## config.mk

```make
export PLATFORM = sky130hd
export DESIGN_NAME = xcv_reg_transceiver
export DESIGN_NICKNAME = d
export VERILOG_FILES = /design/src/rtl/xcv_pkg.sv /design/src/rtl/xcv_edge_fsm.sv /design/src/rtl/xcv_dir_path.sv /design/src/rtl/xcv_reg_transceiver.sv
export SDC_FILE = /design/constraint.sdc
export NUM_CORES = 1
export LEC_CHECK = 0
export ABC_AREA = 1
export BUFFER_PORTS_ARGS = -buffer_cell sky130_fd_sc_hd__clkbuf_2
export CAP_MARGIN = 20
export CELL_PAD_IN_SITES_DETAIL_PLACEMENT = 0
export CELL_PAD_IN_SITES_GLOBAL_PLACEMENT = 1
export CORE_MARGIN = 2
export CORE_UTILIZATION = 34
export DETAILED_ROUTE_END_ITERATION = 7
export GPL_TIMING_DRIVEN = 0
export PLACE_DENSITY_LB_ADDON = 0.1
export SLEW_MARGIN = 20
export SYNTH_ARGS = -nofsm -noshare
export SYNTH_HDL_FRONTEND = slang
export SYNTH_SLANG_ARGS = --single-unit
```

## constraint.sdc

```tcl
create_clock -name clk -period 1.25 [get_ports clk]
set_input_delay 0.25 -clock clk [delete_from_list [all_inputs] [get_ports clk]]
set_output_delay 0.25 -clock clk [all_outputs]
set_load 0.01 [all_outputs]
```

## src/rtl/xcv_pkg.sv

```systemverilog
package xcv_pkg;
    typedef enum logic [1:0] {
        EDG_ARM  = 2'd0,
        EDG_LOW  = 2'd1,
        EDG_HIGH = 2'd2
    } edg_state_t;
endpackage

```

## src/rtl/xcv_edge_fsm.sv

```systemverilog
// Tracks one capture strobe and pulses fire on a LOW->HIGH transition.
module xcv_edge_fsm
    import xcv_pkg::*;
(
    input  logic clk,
    input  logic rst_n,
    input  logic strobe,
    output logic fire
);
    edg_state_t state_q;
    edg_state_t state_d;

    always_ff @(posedge clk or negedge rst_n) begin
        if (!rst_n) state_q <= EDG_ARM;
        else        state_q <= state_d;
    end

    always_comb begin
        state_d = state_q;
        fire    = 1'b0;
        unique case (state_q)
            EDG_ARM: begin
                // first sample after reset only establishes the level
                state_d = strobe ? EDG_HIGH : EDG_LOW;
            end
            EDG_LOW: begin
                if (strobe) begin
                    state_d = EDG_HIGH;
                    fire    = 1'b1;
                end
            end
            EDG_HIGH: begin
                if (!strobe) state_d = EDG_LOW;
            end
            default: state_d = EDG_ARM;
        endcase
    end
endmodule

```

## src/rtl/xcv_dir_path.sv

```systemverilog
// One transfer direction: storage register, hazard-free source mux, drive enable.
module xcv_dir_path #(
    parameter int W = 8
) (
    input  logic         clk,
    input  logic         rst_n,
    input  logic         load,
    input  logic [W-1:0] src,
    input  logic         sel_stored,
    input  logic         drive,
    output logic [W-1:0] stored,
    output logic [W-1:0] dout,
    output logic [W-1:0] oe
);
    logic [W-1:0] hold_q;

    always_ff @(posedge clk or negedge rst_n) begin
        if (!rst_n)    hold_q <= '0;
        else if (load) hold_q <= src;
    end

    assign stored = hold_q;

    for (genvar i = 0; i < W; i++) begin : g_lane
        // consensus term keeps the lane steady when both sources agree
        assign dout[i] = (src[i] & ~sel_stored)
                       | (hold_q[i] & sel_stored)
                       | (src[i] & hold_q[i]);
        assign oe[i]   = drive;
    end
endmodule

```

## src/rtl/xcv_reg_transceiver.sv

```systemverilog
module xcv_reg_transceiver #(
    parameter int W = 8
) (
    input  logic         clk,
    input  logic         rst_n,
    input  logic         cp_ab,
    input  logic         cp_ba,
    input  logic         en_ab,
    input  logic         en_ba_n,
    input  logic         sel_ab,
    input  logic         sel_ba,
    input  logic [W-1:0] a_in,
    input  logic [W-1:0] b_in,
    output logic [W-1:0] a_out,
    output logic [W-1:0] a_oe,
    output logic [W-1:0] b_out,
    output logic [W-1:0] b_oe
);
    logic         fire_ab;
    logic         fire_ba;
    logic [W-1:0] st_ab;
    logic [W-1:0] st_ba;

    xcv_edge_fsm u_edge_ab (
        .clk    (clk),
        .rst_n  (rst_n),
        .strobe (cp_ab),
        .fire   (fire_ab)
    );

    xcv_edge_fsm u_edge_ba (
        .clk    (clk),
        .rst_n  (rst_n),
        .strobe (cp_ba),
        .fire   (fire_ba)
    );

    xcv_dir_path #(.W(W)) u_path_ab (
        .clk        (clk),
        .rst_n      (rst_n),
        .load       (fire_ab),
        .src        (a_in),
        .sel_stored (sel_ab),
        .drive      (en_ab),
        .stored     (st_ab),
        .dout       (b_out),
        .oe         (b_oe)
    );

    xcv_dir_path #(.W(W)) u_path_ba (
        .clk        (clk),
        .rst_n      (rst_n),
        .load       (fire_ba),
        .src        (b_in),
        .sel_stored (sel_ba),
        .drive      (~en_ba_n),
        .stored     (st_ba),
        .dout       (a_out),
        .oe         (a_oe)
    );
endmodule

```

==> run_results.csv <==
group,metric,value,unit
run_status,outcome,"finished clean",
sta,post-route-min-period,1.23,ns
yosys,syn-num-nets,171,
cells_and_area,regArea,500,um^2
yosys,synth_simple_gate_area_frac,0.266,
drt,drtPass1Iterations,4,
yosys,ys_seq_elements,20,
drt,ant_nets,0,
yosys,synth_top_family_by_area,"simple AND/OR/NAND/NOR gates",
worst_setup_path,critPathCaptureType,"primary output",
place,port_buffers,54,
worst_setup_path,critPathMaxFanout,2,
die,chipHeight,63,um
drt,drc,0,
pwr,p_per_area,1180,nW/um^2
worst_setup_path,required,1.00,ns
run,maxCapViolations,0,
min_path,min_path_type,"input port to register",
yosys,synth_top_area_frac,0.423,
pwr,leakagePower,0.000937,uW
yosys,synth_top_area_cell,"dfrtp_1",
clock_network,cts_root_buffer,"clkbuf_4",
drt,vias,1101,
sta,holdWs,0.171,ns
sta,rsz0062_at_grt,"yes",
cells_and_area,antenna_cells,0,
cells_and_area,finish.utilization,0.481,
yosys,yosysSeqAreaShare,0.423,
worst_setup_path,crit_family,"flip-flops",
yosys,synth_compound_area_frac,0.0951,
yosys,synth.most_common_cell,"nand2_1",
global_routing,grt_pass1_vias,1036,
yosys,yosysUniqueCellTypes,13,
drt,drt_first_iter_violations,56,
worst_setup_path,crit_slowest_cell,"dfrtp_1",
global_routing,grt.overflow.total,0,
yosys,syn_area,1180,um^2
yosys,avgSynthCellArea,8.05,um^2
pwr,total_power,1890,uW
global_routing,grt_max_degree,21,
yosys,synthTopCellsByCount,"nand2_1 (48), dfrtp_1 (20), buf_4 (17), inv_1 (17), nand4_1 (16)",
cells_and_area,nFillCells,366,
worst_setup_path,crit_type,"register to primary output",
place,gp_congestion,0.743,
yosys,synth.area.mux_share,0,
yosys,synth_edf_count,0,
die,die_x,63,um
die,start_util,0.355,
cells_and_area,drive_gt1_frac,0.429,
place,hpwl,2010,um
yosys,synth-warning-count,0,
clock_network,path_clk_slew,0.13,ns
clock_network,numClockSinks,20,
global_routing,grt_antenna_before_repair,0,
yosys,synth_xor_area_frac,0,
yosys,yosys-top-cells-area,"dfrtp_1 (42%), nand2_1 (15%), buf_4 (11%), nand4_1 (8.5%), inv_1 (5.4%)",
sta,post-route-period-util,0.984,
clock_network,cts_buffers,3,
die,core,3340,um^2
yosys,synth_async_sr_flop_share,1.00,
cells_and_area,final_nets,235,
drt,avgViaCountPerCell,4.30,
sta,relSlewSlack,0.651,
sta,fin_worst_skew,0.0125,ns
cells_and_area,multiInputGateArea,428,um^2
worst_setup_path,path_buf_inv,1,
clock_network,htreeDepth,1,
clock_network,cts_tree,"built",
sta,fmax,813,MHz
yosys,syn-instance-count,147,
yosys,synthFlopType,"dfrtp_1",
sta,setup_viol_count_final,0,
sta,tns,0,ns
die,ios,56,
worst_setup_path,cp-start-kind,"register",
die,rows,21,
worst_setup_path,cp_slowest_stage_delay,0.41,ns
yosys,synth_fa_ha_area_frac,0,
worst_setup_path,cp.arrival,0.98,ns
pwr,irDropWorstVdd,0.000634,V
cells_and_area,syn2layout_area_growth,35.5,%
sta,worstMarginPinSlew,0.524,ns
drt,wl_per_cell,10.6,um
drt,finalWirelength,2720,um
cells_and_area,post-route-cell-area,1600,um^2
clock_network,clock_path_buffers,2,
global_routing,grt_first_pass_wirelength,4800,um
global_routing,grt_use_total,0.150,
worst_setup_path,path_cells,"nand2_1, o21ai_1, buf_2",
place,placed_cell_area,1510,um^2
sta,report.final.slew_viol_count,0,
sta,hold_violations,0,
die,dieArea,3970,um^2
clock_network,clk-insertion-delay-late,0.31,ns
[sequential cells by signal, summed over array words and instances (netlist names)]
| register | count |
|---|---|
| u_edge_ab.state_q | 2 |
| u_edge_ba.state_q | 2 |
| u_path_ab.stored | 8 |
| u_path_ba.stored | 8 |
[per-stage QoR]
stage / setup WS, ns / cells
after global placement: 0.113 / 247
after detailed placement: 0.119 / 247
after CTS: 0.000586 / 252
after floorplan: 0.342 / 147
final: 0.0195 / 256
after global routing: -0.0594 / 256
[timing repair]
| action | in CTS | in global routing |
|---|---|---|
| endpoints found under the setup margin | 2 | 16 |
| resized for setup | 1 | 17 |
| pin swaps | 1 | 10 |
| buffers inserted | 0 | 4 |
| hold buffers | 1 | 0 |
| hold endpoints to repair | 20 | 0 |
| gates cloned | 0 | 0 |
[kinds of logic (layout without fill, tap and decap cells)]
family	Yosys count	count (layout)
AOI/OAI and AO/OA	20	20
buffers and inverters	41	104
DFF	20	20
and+or+nand+nor	66	66
[where the power goes]
group / switching, uW / leakage, uW / total, uW / internal (uW)
combinational: 274 / 0.000661 / 528 / 254
sequential: 60.5 / 0.000248 / 818 / 757
clock: 223 / 0.0000279 / 547 / 324
total: 557 / 0.000937 / 1890 / 1340
[worst reg2reg max path: stages (launching register included)]
cell and delay (ns):
dfrtp_1 0.43, inv_2 0.17, nand3_4 0.14, nand2_1 0.09, nand2_1 0.05
[per-layer routing]
layer | vias to the layer above | GRT usage | routed length, um
met5 | - | 0 | 0
met4 | 0 | 0.0500 | 17
met3 | 2 | 0.0252 | 153
met2 | 33 | 0.253 | 1330
met1 | 482 | 0.195 | 1220
li1 | 584 | - | -
[layout make-up]
cell class              count  area share
flip-flops and latches     20       0.312
multi-input cells          86       0.267
repair buffers             59       0.193
plain buffers              22       0.115
inverters                  19      0.0445
well taps                  46      0.0359
clock inverters             1      0.0187
clock buffers               3      0.0140
[cells in the final DEF, fill, tap and decap left out, drive strengths merged]
cell	synthesis	layout
nand4	16	16
dfrtp	20	20
bufinv	0	1
a21oi	2	2
clkbuf	0	46
a21boi	2	2
nand3	2	2
nand2	48	48
o21ai	16	16
buf	22	37
dlygate4sd3	0	1
inv	19	19
[path summary, 6_finish.rpt]
check | depth (start not counted) | startpoint | endpoint | slack, ns
setup reg to reg | 4 | u_edge_ba.state_q[1] | u_path_ba.stored[3] | 0.26
setup / recovery | 3 | u_path_ba.stored[6] | a_out[6] | 0.02
min in group asynchronous | 2 | rst_n | u_path_ab.stored[6] | 0.42
max in group asynchronous | 2 | rst_n | u_path_ba.stored[1] | 0.46
hold reg to reg | 2 | u_path_ab.stored[7] | u_path_ab.stored[7] | 0.49
hold / removal | 3 | a_in[7] | u_path_ab.stored[7] | 0.17
No activity file was read; power rests on OpenSTA's default activity.
